**src/rtl/stk_seq_pkg.sv**
```systemverilog
package stk_seq_pkg;

   localparam int unsigned ADDR_W = 16;
   localparam int unsigned DATA_W = 8;
   localparam int unsigned SP_W   = 8;
   localparam int unsigned FLAG_W = 6;
   localparam int unsigned STEP_W = 3;

   // flag vector positions
   localparam int unsigned FL_C = 0;
   localparam int unsigned FL_Z = 1;
   localparam int unsigned FL_I = 2;
   localparam int unsigned FL_D = 3;
   localparam int unsigned FL_V = 4;
   localparam int unsigned FL_N = 5;

   typedef enum logic [2:0] {
      OP_BREAK      = 3'd0,
      OP_CALL       = 3'd1,
      OP_RETURN     = 3'd2,
      OP_PUSH_BYTE  = 3'd3,
      OP_PULL_BYTE  = 3'd4,
      OP_PUSH_FLAGS = 3'd5,
      OP_PULL_FLAGS = 3'd6,
      OP_NONE       = 3'd7
   } seq_op_e;

   typedef enum logic [1:0] {ACC_READ, ACC_WRITE, ACC_PEEK} acc_e;
   typedef enum logic [1:0] {AS_PC, AS_STACK, AS_VEC_LO, AS_VEC_HI} asrc_e;
   typedef enum logic [1:0] {WS_PC_HI, WS_PC_LO, WS_FLAGS, WS_BYTE} wsrc_e;
   typedef enum logic [2:0] {CAP_NONE, CAP_TEMP, CAP_JUMP, CAP_BYTE, CAP_FLAGS} cap_e;
   typedef enum logic [1:0] {ST_IDLE, ST_RUN, ST_FIN} seq_state_e;

   typedef struct packed {
      acc_e  acc;
      asrc_e asrc;
      wsrc_e wsrc;
      cap_e  cap;
      logic  pc_inc;
      logic  sp_inc;
      logic  sp_dec;
      logic  irq_off;
      logic  last;
   } step_t;

endpackage

```
**src/rtl/stk_status_codec.sv**
```systemverilog
module stk_status_codec
   import stk_seq_pkg::*;
#(
   parameter int unsigned       NFLAGS    = FLAG_W,
   parameter logic [DATA_W-1:0] FIXED_ONE = 8'h30
) (
   input  logic [NFLAGS-1:0] flags,
   output logic [DATA_W-1:0] flag_byte,
   input  logic [DATA_W-1:0] pulled_byte,
   output logic [NFLAGS-1:0] pulled_flags
);

   // bit of the status byte that carries flag k
   function automatic int unsigned flag_pos(int unsigned k);
      return (k < 4) ? k : k + 2;
   endfunction

   if (NFLAGS != 6) begin : g_bad_flags
      $error("stk_status_codec: six flags expected");
   end

   for (genvar k = 0; k < NFLAGS; k++) begin : g_map
      assign flag_byte[flag_pos(k)] = flags[k];
      assign pulled_flags[k]        = pulled_byte[flag_pos(k)];
   end
   assign flag_byte[5:4] = FIXED_ONE[5:4];

   // bits 4 and 5 of a pulled byte are dropped
   logic [1:0] unused_fixed;
   assign unused_fixed = pulled_byte[5:4];

endmodule

```
**src/rtl/stk_step_rom.sv**
```systemverilog
module stk_step_rom
   import stk_seq_pkg::*;
(
   input  seq_op_e           op,
   input  logic [STEP_W-1:0] step,
   output step_t             st
);

   function automatic step_t mk(acc_e a, asrc_e s, wsrc_e w, cap_e c,
                                logic pi, logic si, logic sd, logic io, logic l);
      step_t t;
      t.acc = a;  t.asrc = s;  t.wsrc = w;  t.cap = c;
      t.pc_inc = pi;  t.sp_inc = si;  t.sp_dec = sd;
      t.irq_off = io;  t.last = l;
      return t;
   endfunction

   localparam step_t STOP = '{acc: ACC_PEEK, asrc: AS_PC, wsrc: WS_BYTE,
                              cap: CAP_NONE, pc_inc: 1'b0, sp_inc: 1'b0,
                              sp_dec: 1'b0, irq_off: 1'b0, last: 1'b1};

   always_comb begin
      st = STOP;
      unique case (op)
         OP_BREAK: case (step)
            3'd0: st = mk(ACC_PEEK,  AS_PC,     WS_BYTE,  CAP_NONE, 1, 0, 0, 0, 0);
            3'd1: st = mk(ACC_WRITE, AS_STACK,  WS_PC_HI, CAP_NONE, 0, 0, 1, 0, 0);
            3'd2: st = mk(ACC_WRITE, AS_STACK,  WS_PC_LO, CAP_NONE, 0, 0, 1, 0, 0);
            3'd3: st = mk(ACC_WRITE, AS_STACK,  WS_FLAGS, CAP_NONE, 0, 0, 1, 1, 0);
            3'd4: st = mk(ACC_READ,  AS_VEC_LO, WS_BYTE,  CAP_TEMP, 0, 0, 0, 0, 0);
            3'd5: st = mk(ACC_READ,  AS_VEC_HI, WS_BYTE,  CAP_JUMP, 0, 0, 0, 0, 1);
            default: st = STOP;
         endcase
         OP_CALL: case (step)
            3'd0: st = mk(ACC_READ,  AS_PC,    WS_BYTE,  CAP_TEMP, 1, 0, 0, 0, 0);
            3'd1: st = mk(ACC_PEEK,  AS_STACK, WS_BYTE,  CAP_NONE, 0, 0, 0, 0, 0);
            3'd2: st = mk(ACC_WRITE, AS_STACK, WS_PC_HI, CAP_NONE, 0, 0, 1, 0, 0);
            3'd3: st = mk(ACC_WRITE, AS_STACK, WS_PC_LO, CAP_NONE, 0, 0, 1, 0, 0);
            3'd4: st = mk(ACC_READ,  AS_PC,    WS_BYTE,  CAP_JUMP, 0, 0, 0, 0, 1);
            default: st = STOP;
         endcase
         OP_RETURN: case (step)
            3'd0: st = mk(ACC_PEEK, AS_PC,    WS_BYTE, CAP_NONE, 0, 0, 0, 0, 0);
            3'd1: st = mk(ACC_PEEK, AS_STACK, WS_BYTE, CAP_NONE, 0, 1, 0, 0, 0);
            3'd2: st = mk(ACC_READ, AS_STACK, WS_BYTE, CAP_TEMP, 0, 1, 0, 0, 0);
            3'd3: st = mk(ACC_READ, AS_STACK, WS_BYTE, CAP_JUMP, 0, 0, 0, 0, 0);
            3'd4: st = mk(ACC_PEEK, AS_PC,    WS_BYTE, CAP_NONE, 1, 0, 0, 0, 1);
            default: st = STOP;
         endcase
         OP_PUSH_BYTE:  st = mk(ACC_WRITE, AS_STACK, WS_BYTE,  CAP_NONE, 0, 0, 1, 0, 1);
         OP_PUSH_FLAGS: st = mk(ACC_WRITE, AS_STACK, WS_FLAGS, CAP_NONE, 0, 0, 1, 0, 1);
         OP_PULL_BYTE, OP_PULL_FLAGS: case (step)
            3'd0: st = mk(ACC_PEEK, AS_STACK, WS_BYTE, CAP_NONE, 0, 1, 0, 0, 0);
            3'd1: st = mk(ACC_READ, AS_STACK, WS_BYTE,
                          (op == OP_PULL_BYTE) ? CAP_BYTE : CAP_FLAGS, 0, 0, 0, 0, 1);
            default: st = STOP;
         endcase
         default: st = STOP;
      endcase
   end

endmodule

```
**src/rtl/stk_seq_bus.sv**
```systemverilog
module stk_seq_bus
   import stk_seq_pkg::*;
#(
   parameter logic [SP_W-1:0]   STACK_PAGE = 8'h01,
   parameter logic [ADDR_W-1:0] VEC_ADDR   = 16'hFFFE
) (
   input  logic              running,
   input  acc_e              acc,
   input  asrc_e             asrc,
   input  wsrc_e             wsrc,
   input  logic [ADDR_W-1:0] pc,
   input  logic [SP_W-1:0]   sp,
   input  logic [DATA_W-1:0] flag_byte,
   input  logic [DATA_W-1:0] push_byte,
   output logic [ADDR_W-1:0] mem_addr,
   output logic              mem_rd,
   output logic              mem_wr,
   output logic [DATA_W-1:0] mem_wdata
);

   localparam logic [ADDR_W-1:0] VEC_HI_ADDR = VEC_ADDR | 16'h0001;

   always_comb begin
      unique case (asrc)
         AS_PC:     mem_addr = pc;
         AS_STACK:  mem_addr = {STACK_PAGE, sp};
         AS_VEC_LO: mem_addr = VEC_ADDR;
         default:   mem_addr = VEC_HI_ADDR;
      endcase
      unique case (wsrc)
         WS_PC_HI: mem_wdata = pc[ADDR_W-1:DATA_W];
         WS_PC_LO: mem_wdata = pc[DATA_W-1:0];
         WS_FLAGS: mem_wdata = flag_byte;
         default:  mem_wdata = push_byte;
      endcase
      mem_wr = running && (acc == ACC_WRITE);
      mem_rd = running && (acc != ACC_WRITE);
   end

endmodule

```
**src/rtl/stk_call_seq.sv**
```systemverilog
module stk_call_seq
   import stk_seq_pkg::*;
#(
   parameter logic [SP_W-1:0]   STACK_PAGE = 8'h01,
   parameter logic [ADDR_W-1:0] VEC_ADDR   = 16'hFFFE
) (
   input  logic              clk,
   input  logic              rst_n,
   input  logic              start,
   input  logic [2:0]        op,
   input  logic [ADDR_W-1:0] pc_in,
   input  logic [SP_W-1:0]   sp_in,
   input  logic [FLAG_W-1:0] flags_in,
   input  logic [DATA_W-1:0] byte_in,
   input  logic [DATA_W-1:0] mem_rdata,
   output logic [ADDR_W-1:0] mem_addr,
   output logic              mem_rd,
   output logic              mem_wr,
   output logic [DATA_W-1:0] mem_wdata,
   output logic              done,
   output logic [ADDR_W-1:0] pc_out,
   output logic [SP_W-1:0]   sp_out,
   output logic [FLAG_W-1:0] flags_out,
   output logic [DATA_W-1:0] byte_out
);

   if (VEC_ADDR[0] != 1'b0) begin : g_bad_vec
      $error("stk_call_seq: VEC_ADDR must be even");
   end
   if (STACK_PAGE == VEC_ADDR[ADDR_W-1:DATA_W]) begin : g_bad_page
      $error("stk_call_seq: stack page overlaps vector page");
   end

   seq_state_e          state_q;
   seq_op_e             op_q;
   logic [STEP_W-1:0]   step_q;
   logic [ADDR_W-1:0]   pc_q;
   logic [SP_W-1:0]     sp_q;
   logic [FLAG_W-1:0]   fl_q;
   logic [DATA_W-1:0]   tmp_q;
   logic [DATA_W-1:0]   byte_q;
   step_t               st;
   logic                running;
   logic [DATA_W-1:0]   flag_byte;
   logic [FLAG_W-1:0]   pulled_flags;

   assign running = (state_q == ST_RUN);

   stk_step_rom u_rom (
      .op   (op_q),
      .step (step_q),
      .st   (st)
   );

   stk_status_codec u_codec (
      .flags        (fl_q),
      .flag_byte    (flag_byte),
      .pulled_byte  (mem_rdata),
      .pulled_flags (pulled_flags)
   );

   stk_seq_bus #(
      .STACK_PAGE (STACK_PAGE),
      .VEC_ADDR   (VEC_ADDR)
   ) u_bus (
      .running   (running),
      .acc       (st.acc),
      .asrc      (st.asrc),
      .wsrc      (st.wsrc),
      .pc        (pc_q),
      .sp        (sp_q),
      .flag_byte (flag_byte),
      .push_byte (byte_q),
      .mem_addr  (mem_addr),
      .mem_rd    (mem_rd),
      .mem_wr    (mem_wr),
      .mem_wdata (mem_wdata)
   );

   always_ff @(posedge clk or negedge rst_n) begin
      if (!rst_n) begin
         state_q <= ST_IDLE;
         op_q    <= OP_NONE;
         step_q  <= '0;
         pc_q    <= '0;
         sp_q    <= '0;
         fl_q    <= '0;
         tmp_q   <= '0;
         byte_q  <= '0;
      end else begin
         unique case (state_q)
            ST_IDLE: if (start && (seq_op_e'(op) != OP_NONE)) begin
               op_q    <= seq_op_e'(op);
               step_q  <= '0;
               pc_q    <= pc_in;
               sp_q    <= sp_in;
               fl_q    <= flags_in;
               byte_q  <= byte_in;
               state_q <= ST_RUN;
            end
            ST_RUN: begin
               if (st.pc_inc) pc_q <= pc_q + 1'b1;
               if (st.sp_inc) sp_q <= sp_q + 1'b1;
               else if (st.sp_dec) sp_q <= sp_q - 1'b1;
               unique case (st.cap)
                  CAP_TEMP:  tmp_q  <= mem_rdata;
                  CAP_JUMP:  pc_q   <= {mem_rdata, tmp_q};
                  CAP_BYTE:  byte_q <= mem_rdata;
                  CAP_FLAGS: fl_q   <= pulled_flags;
                  default: ;
               endcase
               if (st.irq_off) fl_q[FL_I] <= 1'b1;
               step_q <= step_q + 1'b1;
               if (st.last) state_q <= ST_FIN;
            end
            default: state_q <= ST_IDLE;
         endcase
      end
   end

   assign done      = (state_q == ST_FIN);
   assign pc_out    = pc_q;
   assign sp_out    = sp_q;
   assign flags_out = fl_q;
   assign byte_out  = byte_q;

   // one strobe per running cycle, none otherwise
   a_r10_one_access: assert property (@(posedge clk) disable iff (!rst_n)
      running |-> (mem_rd != mem_wr));
   a_r10_quiet: assert property (@(posedge clk) disable iff (!rst_n)
      !running |-> (!mem_rd && !mem_wr));
   a_r10_done_follows_access: assert property (@(posedge clk) disable iff (!rst_n)
      done |-> $past(mem_rd || mem_wr));
   a_r10_done_pulse: assert property (@(posedge clk) disable iff (!rst_n)
      done |=> !done);
   // writes land in the stack page
   a_r2_write_in_page: assert property (@(posedge clk) disable iff (!rst_n)
      mem_wr |-> (mem_addr[ADDR_W-1:DATA_W] == STACK_PAGE));
   // each write is followed by a decrement of S
   a_r3_push_dec: assert property (@(posedge clk) disable iff (!rst_n)
      mem_wr |=> (sp_out == $past(sp_out) - 8'd1));
   // pushed status byte carries ones in bits 4 and 5
   a_r5_fixed_ones: assert property (@(posedge clk) disable iff (!rst_n)
      (mem_wr && st.wsrc == WS_FLAGS) |-> (mem_wdata[5:4] == 2'b11));
   // break leaves interrupts disabled
   a_r9_irq_off: assert property (@(posedge clk) disable iff (!rst_n)
      (done && op_q == OP_BREAK) |-> flags_out[FL_I]);
   // a start during a run neither aborts nor restarts it
   a_r12_no_restart: assert property (@(posedge clk) disable iff (!rst_n)
      (running && start) |=> (running || done));

endmodule

```
**config.mk**
```make
export PLATFORM = sky130hd
export DESIGN_NAME = stk_call_seq
export DESIGN_NICKNAME = d
export VERILOG_FILES = /design/src/rtl/stk_seq_pkg.sv /design/src/rtl/stk_status_codec.sv /design/src/rtl/stk_step_rom.sv /design/src/rtl/stk_seq_bus.sv /design/src/rtl/stk_call_seq.sv
export SDC_FILE = /design/constraint.sdc
export NUM_CORES = 1
export LEC_CHECK = 0
export ABC_AREA = 1
export CAP_MARGIN = 15
export CORE_UTILIZATION = 54
export DETAILED_ROUTE_END_ITERATION = 7
export PLACE_DENSITY = 0.93
export SLEW_MARGIN = 20
export SYNTH_ARGS = -nofsm -noshare
export SYNTH_HDL_FRONTEND = slang
export SYNTH_SLANG_ARGS = --single-unit
export TNS_END_PERCENT = 5
```
**constraint.sdc**
```tcl
create_clock -name clk -period 5.2 [get_ports clk]
set_input_delay 1.04 -clock clk [delete_from_list [all_inputs] [get_ports clk]]
set_output_delay 1.04 -clock clk [all_outputs]
set_load 0.03 [all_outputs]
```
## Yosys cells after proc, flatten, opt, wreduce, memory -nomap -nowiden

Cells that the tools add are included.

| cells by class | value |
|---|---|
| eq/ne operators | 31 |
| add/subtract/negate cells | 4 |
| reduce and logical (&&, ||, !) cells | 19 |
| mux-type cells | 28 |

Operators with widths:

| cell | count |
|---|---|
| $pmux W14 S6 | 2 |
| $pmux W14 S5 | 2 |
| $mux W16 | 3 |
| $pmux W16 S3 | 1 |
| $mux W8 | 5 |
| $pmux W16 S2 | 1 |
| $pmux W8 S2 | 2 |
| $pmux W14 S2 | 1 |
| $pmux W8 S3 | 1 |
| $eq A3 B2 Y1 const B | 6 |
| $eq A3 B3 Y1 const B | 6 |
| $add A16 B1 Y16 const B | 1 |
| $reduce_and A3 Y1 | 5 |
| $mux W6 | 2 |
| $ne A3 B3 Y1 const B | 4 |
| $pmux W6 S2 | 1 |
| $eq A3 B1 Y1 const B | 3 |
| $add A8 B1 Y8 const B | 1 |
| $eq A2 B1 Y1 const B | 4 |
| $ne A2 B2 Y1 const B | 4 |
| $reduce_and A2 Y1 | 4 |
| $sub A8 B1 Y8 const B | 1 |
| $eq A2 B2 Y1 const B | 3 |
| $logic_not A2 Y1 | 3 |
| 11 further kinds | 16 |

| storage, ports and cells | value |
|---|---|
| output and inout bits | 65 |
| word-level logic and storage cells | 91 |
| flip-flop bits (word level) | 54 |

## Longest topological paths before layout

Gate-level depths: netlist (run 1).

| logic depth | value |
|---|---|
| word-level depth | 8 |
| gate-level depth with buffers | 17 |
| mapped depth without buffers | 17 |

## Modules after synthesis

From an unflattened synthesis (run 1), not the netlist that was laid out.

| second synthesis, totals | value |
|---|---|
| cells, all modules | 642 |
| area, all modules | 4431.8 um^2 |

Modules (own cells, without submodules):

| module | sequential area each (um^2) | cells an instance | instances | area each (um^2) |
|---|---|---|---|---|
| stk_call_seq | 1355.0 | 439 | 1 | 3377.0 |
| stk_seq_bus | 0.0 | 104 | 1 | 548.0 |
| stk_step_rom | 0.0 | 84 | 1 | 397.9 |
| stk_status_codec | 0.0 | 15 | 1 | 108.9 |

## Worst setup path after synthesis (run 1)

Ideal clock, no wire load.

| timing | value |
|---|---|
| path type | register to output |
| start | register step_q[1] |
| end | output mem_addr[0] |
| arrival time | 2540 ps |
| path slack | 1620 ps |
| path buffers | 1 |
| cell stages (with the launch flop) | 11 |
| cell sequence | dfrtp_1 inv_1 ha_1 o21ai_0 inv_1 o21ai_0 and3_1 ha_1 inv_1 clkbuf_1 o21ai_0 |

| on the way | value |
|---|---|
| longest elaborated chain between the ends | 5 |
| elaborated cells between the ends (all ways) | 15 |
| classes of those cells | eq/ne (7); mux (6); reduce/logical (2) |

Ends and longest elaborated chain:

| what | RTL line | RTL |
|---|---|---|
| start: declaration | stk_call_seq.sv:36 | `logic [STEP_W-1:0] step_q;` |
| start signal: assignment | stk_call_seq.sv:113 | `step_q <= step_q + 1'b1;` |
| $eq A3 B3 Y1, or another cell as far along | stk_step_rom.sv:25 | `OP_BREAK: case (step)` |
| $pmux W14 S6, or another cell as far along | stk_step_rom.sv:25 |  |
| $pmux W14 S6 * | stk_step_rom.sv:24 | `unique case (op)` |
| $eq A2 B2 Y1, or another cell as far along | stk_seq_bus.sv:24 | `unique case (asrc)` |
| $pmux W16 S3 * | stk_seq_bus.sv:24 |  |
| end: declaration | stk_call_seq.sv:16 | `output logic [ADDR_W-1:0] mem_addr,` |

Every way passes the cells marked *; elsewhere a longest branch is shown, timed or not.

## Worst setup path in the final report (run 1)

| timing | value |
|---|---|
| start | register step_q[1] |
| end | output mem_addr[15] |

Same word-level chain as after synthesis.

==> results.md, run 1 <==
- Status: finished clean
- Filler instances: 642
- # Post-CTS Setup Buffers: 0
- Synth cell count leaders: 198 x nand2_1, 80 x nand3_1, 79 x nor2_1
- Area grow syn2layout: 30.04%
- Register area share after synthesis: roughly 30%
- Die H: roughly 93 um
- Crit path DAT: approximately 3.5 ns
- Post-route ant nets: 0
- Required @ worst endpoint: about 4.2 ns
- Gr ovfl total: 0
- Cts hold-fix bufs: 0
- All-layer global routing usage: between 30% and 40%
- Crit share post-route: between 80% and 90%
- Routed vias/inst: 5.816
- Floorplan row count: 32
- Tightest Hold Check Type: reg2reg
- DP HPWL: between 10000 and 15000 um
- Diode count: 0
- Unique masters post-synth: 36
- GPL Wtd Cong: between 1 and 1.5
- Die Span X: approximately 93 um
- Max FO, Critical Path: 13
- Post-synth ARST share: 100.0%
- Proportion of layout cells with a drive suffix above 1: 5.860%
- DRT Wirelength: 14610 um
- Area leader, netlist: dfrtp_1
- Largest net degree at the start of global routing: 55
- Final Hold Slack: between 0.5 and 0.6 ns
- Worst-margin pin slew: just over 0.7 ns
- Max-cap violations: 0
- Place WS: 1.129 ns
- First-pass GRT wire length: around 24000 um
- Via count: roughly 5.2k
- Sink Count: 54
- Port Buf Inserts: ~120
- Util after Layout: about 74%
- Clock Skews: between 0.02 and 0.025 ns
- Vias in the first global route: between 4k and 5k
- Fmax: between 200 and 250 MHz
- Post-Syn Area per Cell: ~6.5 sq um
- DRC: 0
- Die area: roughly 8600 sq um
- Post-Syn Instances: 680
- DRT Pass-1 Iters: 5
- Starting Density: a little under three fifths
- Maximum clock path buffer count: 2
- CTS Root Cell: clkbuf_8
- Syn_nets: 750
- CP cell instances: inv_1, ha_1, o21ai_0, inv_1, o21ai_0, and3_1, ha_1, inv_1, o21ai_0, clkdlybuf4s50_1
- CP delay by family, top: buffers and inverters
- TritonCTS buffer count: 5
- Min setup slack post-route: 0.7013 ns
- Most common cell in the netlist: nand2_1
- Most used DFF post-synth: dfrtp_1
- Final Hold Viols: 0
- Htree depth: 2
- Fin. max-slew vios: 0
- Slowest CP cell: clkdlybuf4s50_1
- Wire length per cell: around 16 um
- Startpoint types: register
- Worst Setup Path Type: reg2out
- Netlist Area Pre-Place: roughly 4500 sq um
- Synthesis warning total: 0
- Final #Nets: ~850
- Seq cells post-synth: 54
- Initial antenna violation count: 0
- Ports: between 100 and 150
- CP peak stage delay: roughly 0.7 ns
- Iter 0 DRT Violations: a little over 400
- Reg clk slew, reported paths: roughly 0.1 ns
- Post-synth EDFFs: 0
- TritonCTS clock tree: yes
- Post_cts resized: 0
- Worst Setup End Kind: output port
- Core Box Area: around 8000 sq um
- Setup TNS Final: 0 ns
- WP buf/inv: 4
- Max-slew headroom: between 50% and 60%
- Min Tclk post-route: ~4.5 ns
- Synth area leaders: dfrtp_1 29%, nand2_1 17%, nand3_1 9.0%
- Share of the synthesized area in the top cell type: approximately 29%
- Finish-stage setup viols: 0
- Worst skew pair latency: between 0.3 and 0.4 ns
- Unrepaired setup endpoints after global routing: no
registers in the layout, summed over array words and instances (netlist names):
register	cells
byte_out	8
sp_out	8
state_q	2
step_q	3
tmp_q	8
op_q	3
pc_out	16
flags_out	6
cell families after synthesis:
logic type | count (synthesis) | synth area share [%]
buf+inv | 91 | 8.291
flops | 54 | 30.44
simple gates | 421 | 43.25
compound gates | 83 | 10.23
fa+ha+maj | 18 | 5.228
xor+xnor | 13 | 2.558
per-layer routing:
metal | track usage (%) | wire length (um)
met5 | 0 | 0
met4 | 14.74 | 500
met3 | 5.008 | 1297
met2 | 59.07 | 6962
met1 | 45.02 | 5851
worst reg2reg max path, stage by stage (launching register included):
cell	delay [ns]
dfrtp_1	0.40
inv_1	0.07
nand2_1	0.35
clkinv_1	0.13
buf_4	0.44
nor2_1	0.18
inv_1	0.46
nand2_1	0.39
inv_1	0.31
o211ai_1	0.13
nand2_1	0.08
layout make-up:
type / count / area [sq um] / share of cell area (%)
clock buffer: 6 / 82.58 / 1.426
timing repair buffer: 123 / 1209 / 20.88
sequential: 54 / 1355 / 23.41
tap: 102 / 127.6 / 2.204
inverter: 65 / 249.0 / 4.301
multi-input combinational: 535 / 2728 / 47.11
clock inverter: 2 / 38.79 / 0.6700
worst paths after layout:
path                             from            to  slack [ns]  depth (start not counted)
setup / recovery            step_q[1]  mem_addr[15]        0.70                         10
hold / removal               tmp_q[6]      tmp_q[6]        0.55                          2
setup reg to reg           state_q[1]     sp_out[4]        2.23                         10
hold reg to reg              tmp_q[6]      tmp_q[6]        0.55                          2
max in group asynchronous       rst_n    state_q[1]        3.85                          2
min in group asynchronous       rst_n    pc_out[11]        0.83                          2
metrics by stage:
step / cells / cell area [sq um]
after CTS: 887 / 5789
after floorplan: 680 / 4452
after detailed placement: 879 / 5668
final: 887 / 5789
after global routing: 887 / 5789
after global placement: 879 / 5668
cells in the final DEF, fill, tap and decap left out, drive strengths merged, types with 12 or more instances in the layout:
cell type      Yosys  routed
dfrtp             51      51
a21oi             25      25
xor2              12      12
o21ai             39      39
nor2              86      86
nand4             26      26
o211ai            12      12
clkdlybuf4s50      0     115
nand2            208     208
nand3             81      81
ha                17      17
inv               64      65
Power of run 1 is left out: the tool's default activity adds up to more than one toggle a clock period on the data nets, which glitch-free logic cannot reach.
==> run 2: changes to the inputs <==
--- a/config.mk
+++ b/config.mk
@@ -7,9 +7,10 @@
 export LEC_CHECK = 0
 export ABC_AREA = 1
 export CAP_MARGIN = 15
-export CORE_UTILIZATION = 54
+export CORE_UTILIZATION = 55
+export CTS_BUF_LIST = sky130_fd_sc_hd__clkbuf_8
 export DETAILED_ROUTE_END_ITERATION = 7
-export PLACE_DENSITY = 0.93
+export PLACE_DENSITY = 0.94
 export SLEW_MARGIN = 20
 export SYNTH_ARGS = -nofsm -noshare
 export SYNTH_HDL_FRONTEND = slang
==> results.md, run 2 (synthesis results as in run 1) <==
- Status: finished clean
- GPL Wtd Cong: 1.008 (-1.9%)
- WP buf/inv: 2 (-2)
- DP HPWL: 10790 um (-1.4%)
- Floorplan row count: 32 (unchanged)
- TritonCTS clock tree: yes
- Htree depth: 2 (unchanged)
- DRC: 0 (unchanged)
- Worst-margin pin slew: 0.7097 ns (-0.01459 ns)
- Max FO, Critical Path: 15 (+2)
- Sink Count: 54 (unchanged)
- Fin. max-slew vios: 0 (unchanged)
- Ports: 117 (unchanged)
- Reg clk slew, reported paths: 0.11 ns (about the same)
- Largest net degree at the start of global routing: 55 (unchanged)
- CTS Root Cell: clkbuf_8
- Die H: 91.97 um (-0.89%)
- Worst skew pair latency: 0.31 ns (about the same)
- Clock Skews: 0.009859 ns (-0.01021 ns)
- Unrepaired setup endpoints after global routing: no
- Cts hold-fix bufs: 0 (unchanged)
- Crit-path most repeated cell: nand2_1
- Final #Nets: 853 (-0.12%)
- Diode count: 0 (unchanged)
- Die Span X: 91.97 um (-0.89%)
- Filler instances: 609 (-5.1%)
- Core Box Area: 7767 sq um (-1.0%)
- Fmax: 220.9 MHz (-0.64%)
- Vias in the first global route: 4858 (-1.1%)
- Setup TNS Final: 0 ns (unchanged)
- Startpoint types: register
- Slowest CP cell: clkdlybuf4s50_1
- TritonCTS buffer count: 5 (unchanged)
- Proportion of layout cells with a drive suffix above 1: 5.740% (-0.12 points)
- Max FFs per register: 16 (unchanged)
- Iter 0 DRT Violations: 490 (+19%)
- DRT Wirelength: 14310 um (-2.1%)
- Wire length per cell: 16.15 um (-2.0%)
- Via count: 5088 (-1.4%)
- Port Buf Inserts: 116 (unchanged)
- Final Hold Slack: 0.5544 ns (+0.007753 ns)
- Finish-stage setup viols: 0 (unchanged)
- Gr ovfl total: 0 (unchanged)
- CP delay by family, top: simple AND/OR/NAND/NOR gates
- Crit path DAT: 3.49 ns (+0.03 ns)
- Post_cts resized: 0 (unchanged)
- DRT Pass-1 Iters: 5 (unchanged)
- Min Tclk post-route: 4.528 ns (+0.02893 ns)
- Commonest non-fill, non-tap cell in the layout: nand2_1
- Initial antenna violation count: 0 (unchanged)
- Worst Setup End Kind: output port
- # Post-CTS Setup Buffers: 0 (unchanged)
- Routed vias/inst: 5.743 (-1.3%)
- Commonest non-fill, non-tap cells in the layout: 198 x nand2_1, 115 x clkdlybuf4s50_1, 80 x nand3_1, 79 x nor2_1, 59 x inv_1
- CP peak stage delay: 0.70 ns (-0.02 ns)
- Die area: 8458 sq um (-1.8%)
- All-layer global routing usage: 34.80% (-0.34 points)
- Crit share post-route: 87.07% (+0.56 points)
- Final Hold Viols: 0 (unchanged)
- Worst Setup Path Type: reg2out
- CP cell instances: inv_1, ha_1, o21ai_0, nand3_1, nand3b_1, nand2_1, nand2_1, nand2_1, o21ai_0, clkdlybuf4s50_1
- Tightest Hold Check Type: reg2reg
- Maximum clock path buffer count: 2 (unchanged)
- Max-slew headroom: 52.69% (+0.97 points)
- Max-cap violations: 0 (unchanged)
- Required @ worst endpoint: 4.16 ns (about the same)
- First-pass GRT wire length: 23490 um (-1.3%)
- Area grow syn2layout: 29.17%
- Starting Density: 57.31% (+0.58 points)
- Post-route ant nets: 0 (unchanged)
[run 2: changes by cell type in the layout (fill, tap and decap cells not counted), sizes merged]
cell and delta:
clkinv +2, bufinv -1, clkinvlp +1, inv -1
buf -1, clkbuf -1
[run 2: area by class of cell]
type | count | area, sq um | area share [%]
multi-input combinational | 535 | 2728 | 47.43
sequential | 54 | 1355 | 23.56
timing repair buffer | 122 | 1201 | 20.89
inverter | 65 | 249.0 | 4.330
tap | 102 | 127.6 | 2.219
clock buffer | 5 | 68.82 | 1.197
clock inverter | 3 | 21.27 | 0.3699
[run 2: path summary, 6_finish.rpt]
kind,cells past startpoint,start,endpoint,slack [ns]
max in group asynchronous,2,rst_n,flags_out[3],3.87
setup reg to reg,16,step_q[1],sp_out[7],2.26
hold / removal,2,tmp_q[4],tmp_q[4],0.55
setup / recovery,10,step_q[1],mem_wdata[5],0.67
min in group asynchronous,2,rst_n,pc_out[11],0.83
hold reg to reg,2,tmp_q[4],tmp_q[4],0.55
[run 2: per-stage QoR]
step / cell area, sq um / setup WS (ns) / cells / utilization, %
final: 5751 / 0.6724 / 886 / 74.03
after global routing: 5751 / 0.4487 / 886 / 74.03
after CTS: 5751 / 0.7125 / 886 / 74.03
after floorplan: 4452 / 1.620 / 680 / -
after detailed placement: 5660 / 1.074 / 878 / 72.87
after global placement: 5660 / 1.255 / 878 / 72.87
[run 2: worst reg2reg max path, stage by stage, from the launching register on]
cell      delay, ns
dfrtp_1        0.50
inv_1          0.18
ha_1           0.28
o21ai_0        0.28
inv_1          0.09
nand2_1        0.07
nand2_1        0.09
inv_1          0.27
ha_1           0.36
nand2_1        0.11
nand3_1        0.12
nand2_1        0.09
o211ai_1       0.11
nand3_1        0.10
nand3_1        0.08
nand2_1        0.08
nand2_1        0.05
[run 2: per-layer routing]
layer	track usage (%)	vias to the layer above	part of all wire (%)
li1	-	2450	-
met1	44.54	2350	41
met2	59.70	247	48
met3	5.721	41	8.0
met4	11.33	0	2.6
met5	0	-	0
Power of run 2 is left out for the same reason.
==> run 3: changes to the inputs <==
--- a/config.mk
+++ b/config.mk
@@ -6,7 +6,6 @@
 export NUM_CORES = 1
 export LEC_CHECK = 0
 export ABC_AREA = 1
-export CAP_MARGIN = 15
 export CORE_UTILIZATION = 55
 export CTS_BUF_LIST = sky130_fd_sc_hd__clkbuf_8
 export DETAILED_ROUTE_END_ITERATION = 7
@@ -15,4 +14,3 @@
 export SYNTH_ARGS = -nofsm -noshare
 export SYNTH_HDL_FRONTEND = slang
 export SYNTH_SLANG_ARGS = --single-unit
-export TNS_END_PERCENT = 5
==> results of run 3 <==
Final layout, timing and power as in run 2 (identical DEF).
Power of run 3 is left out for the same reason.
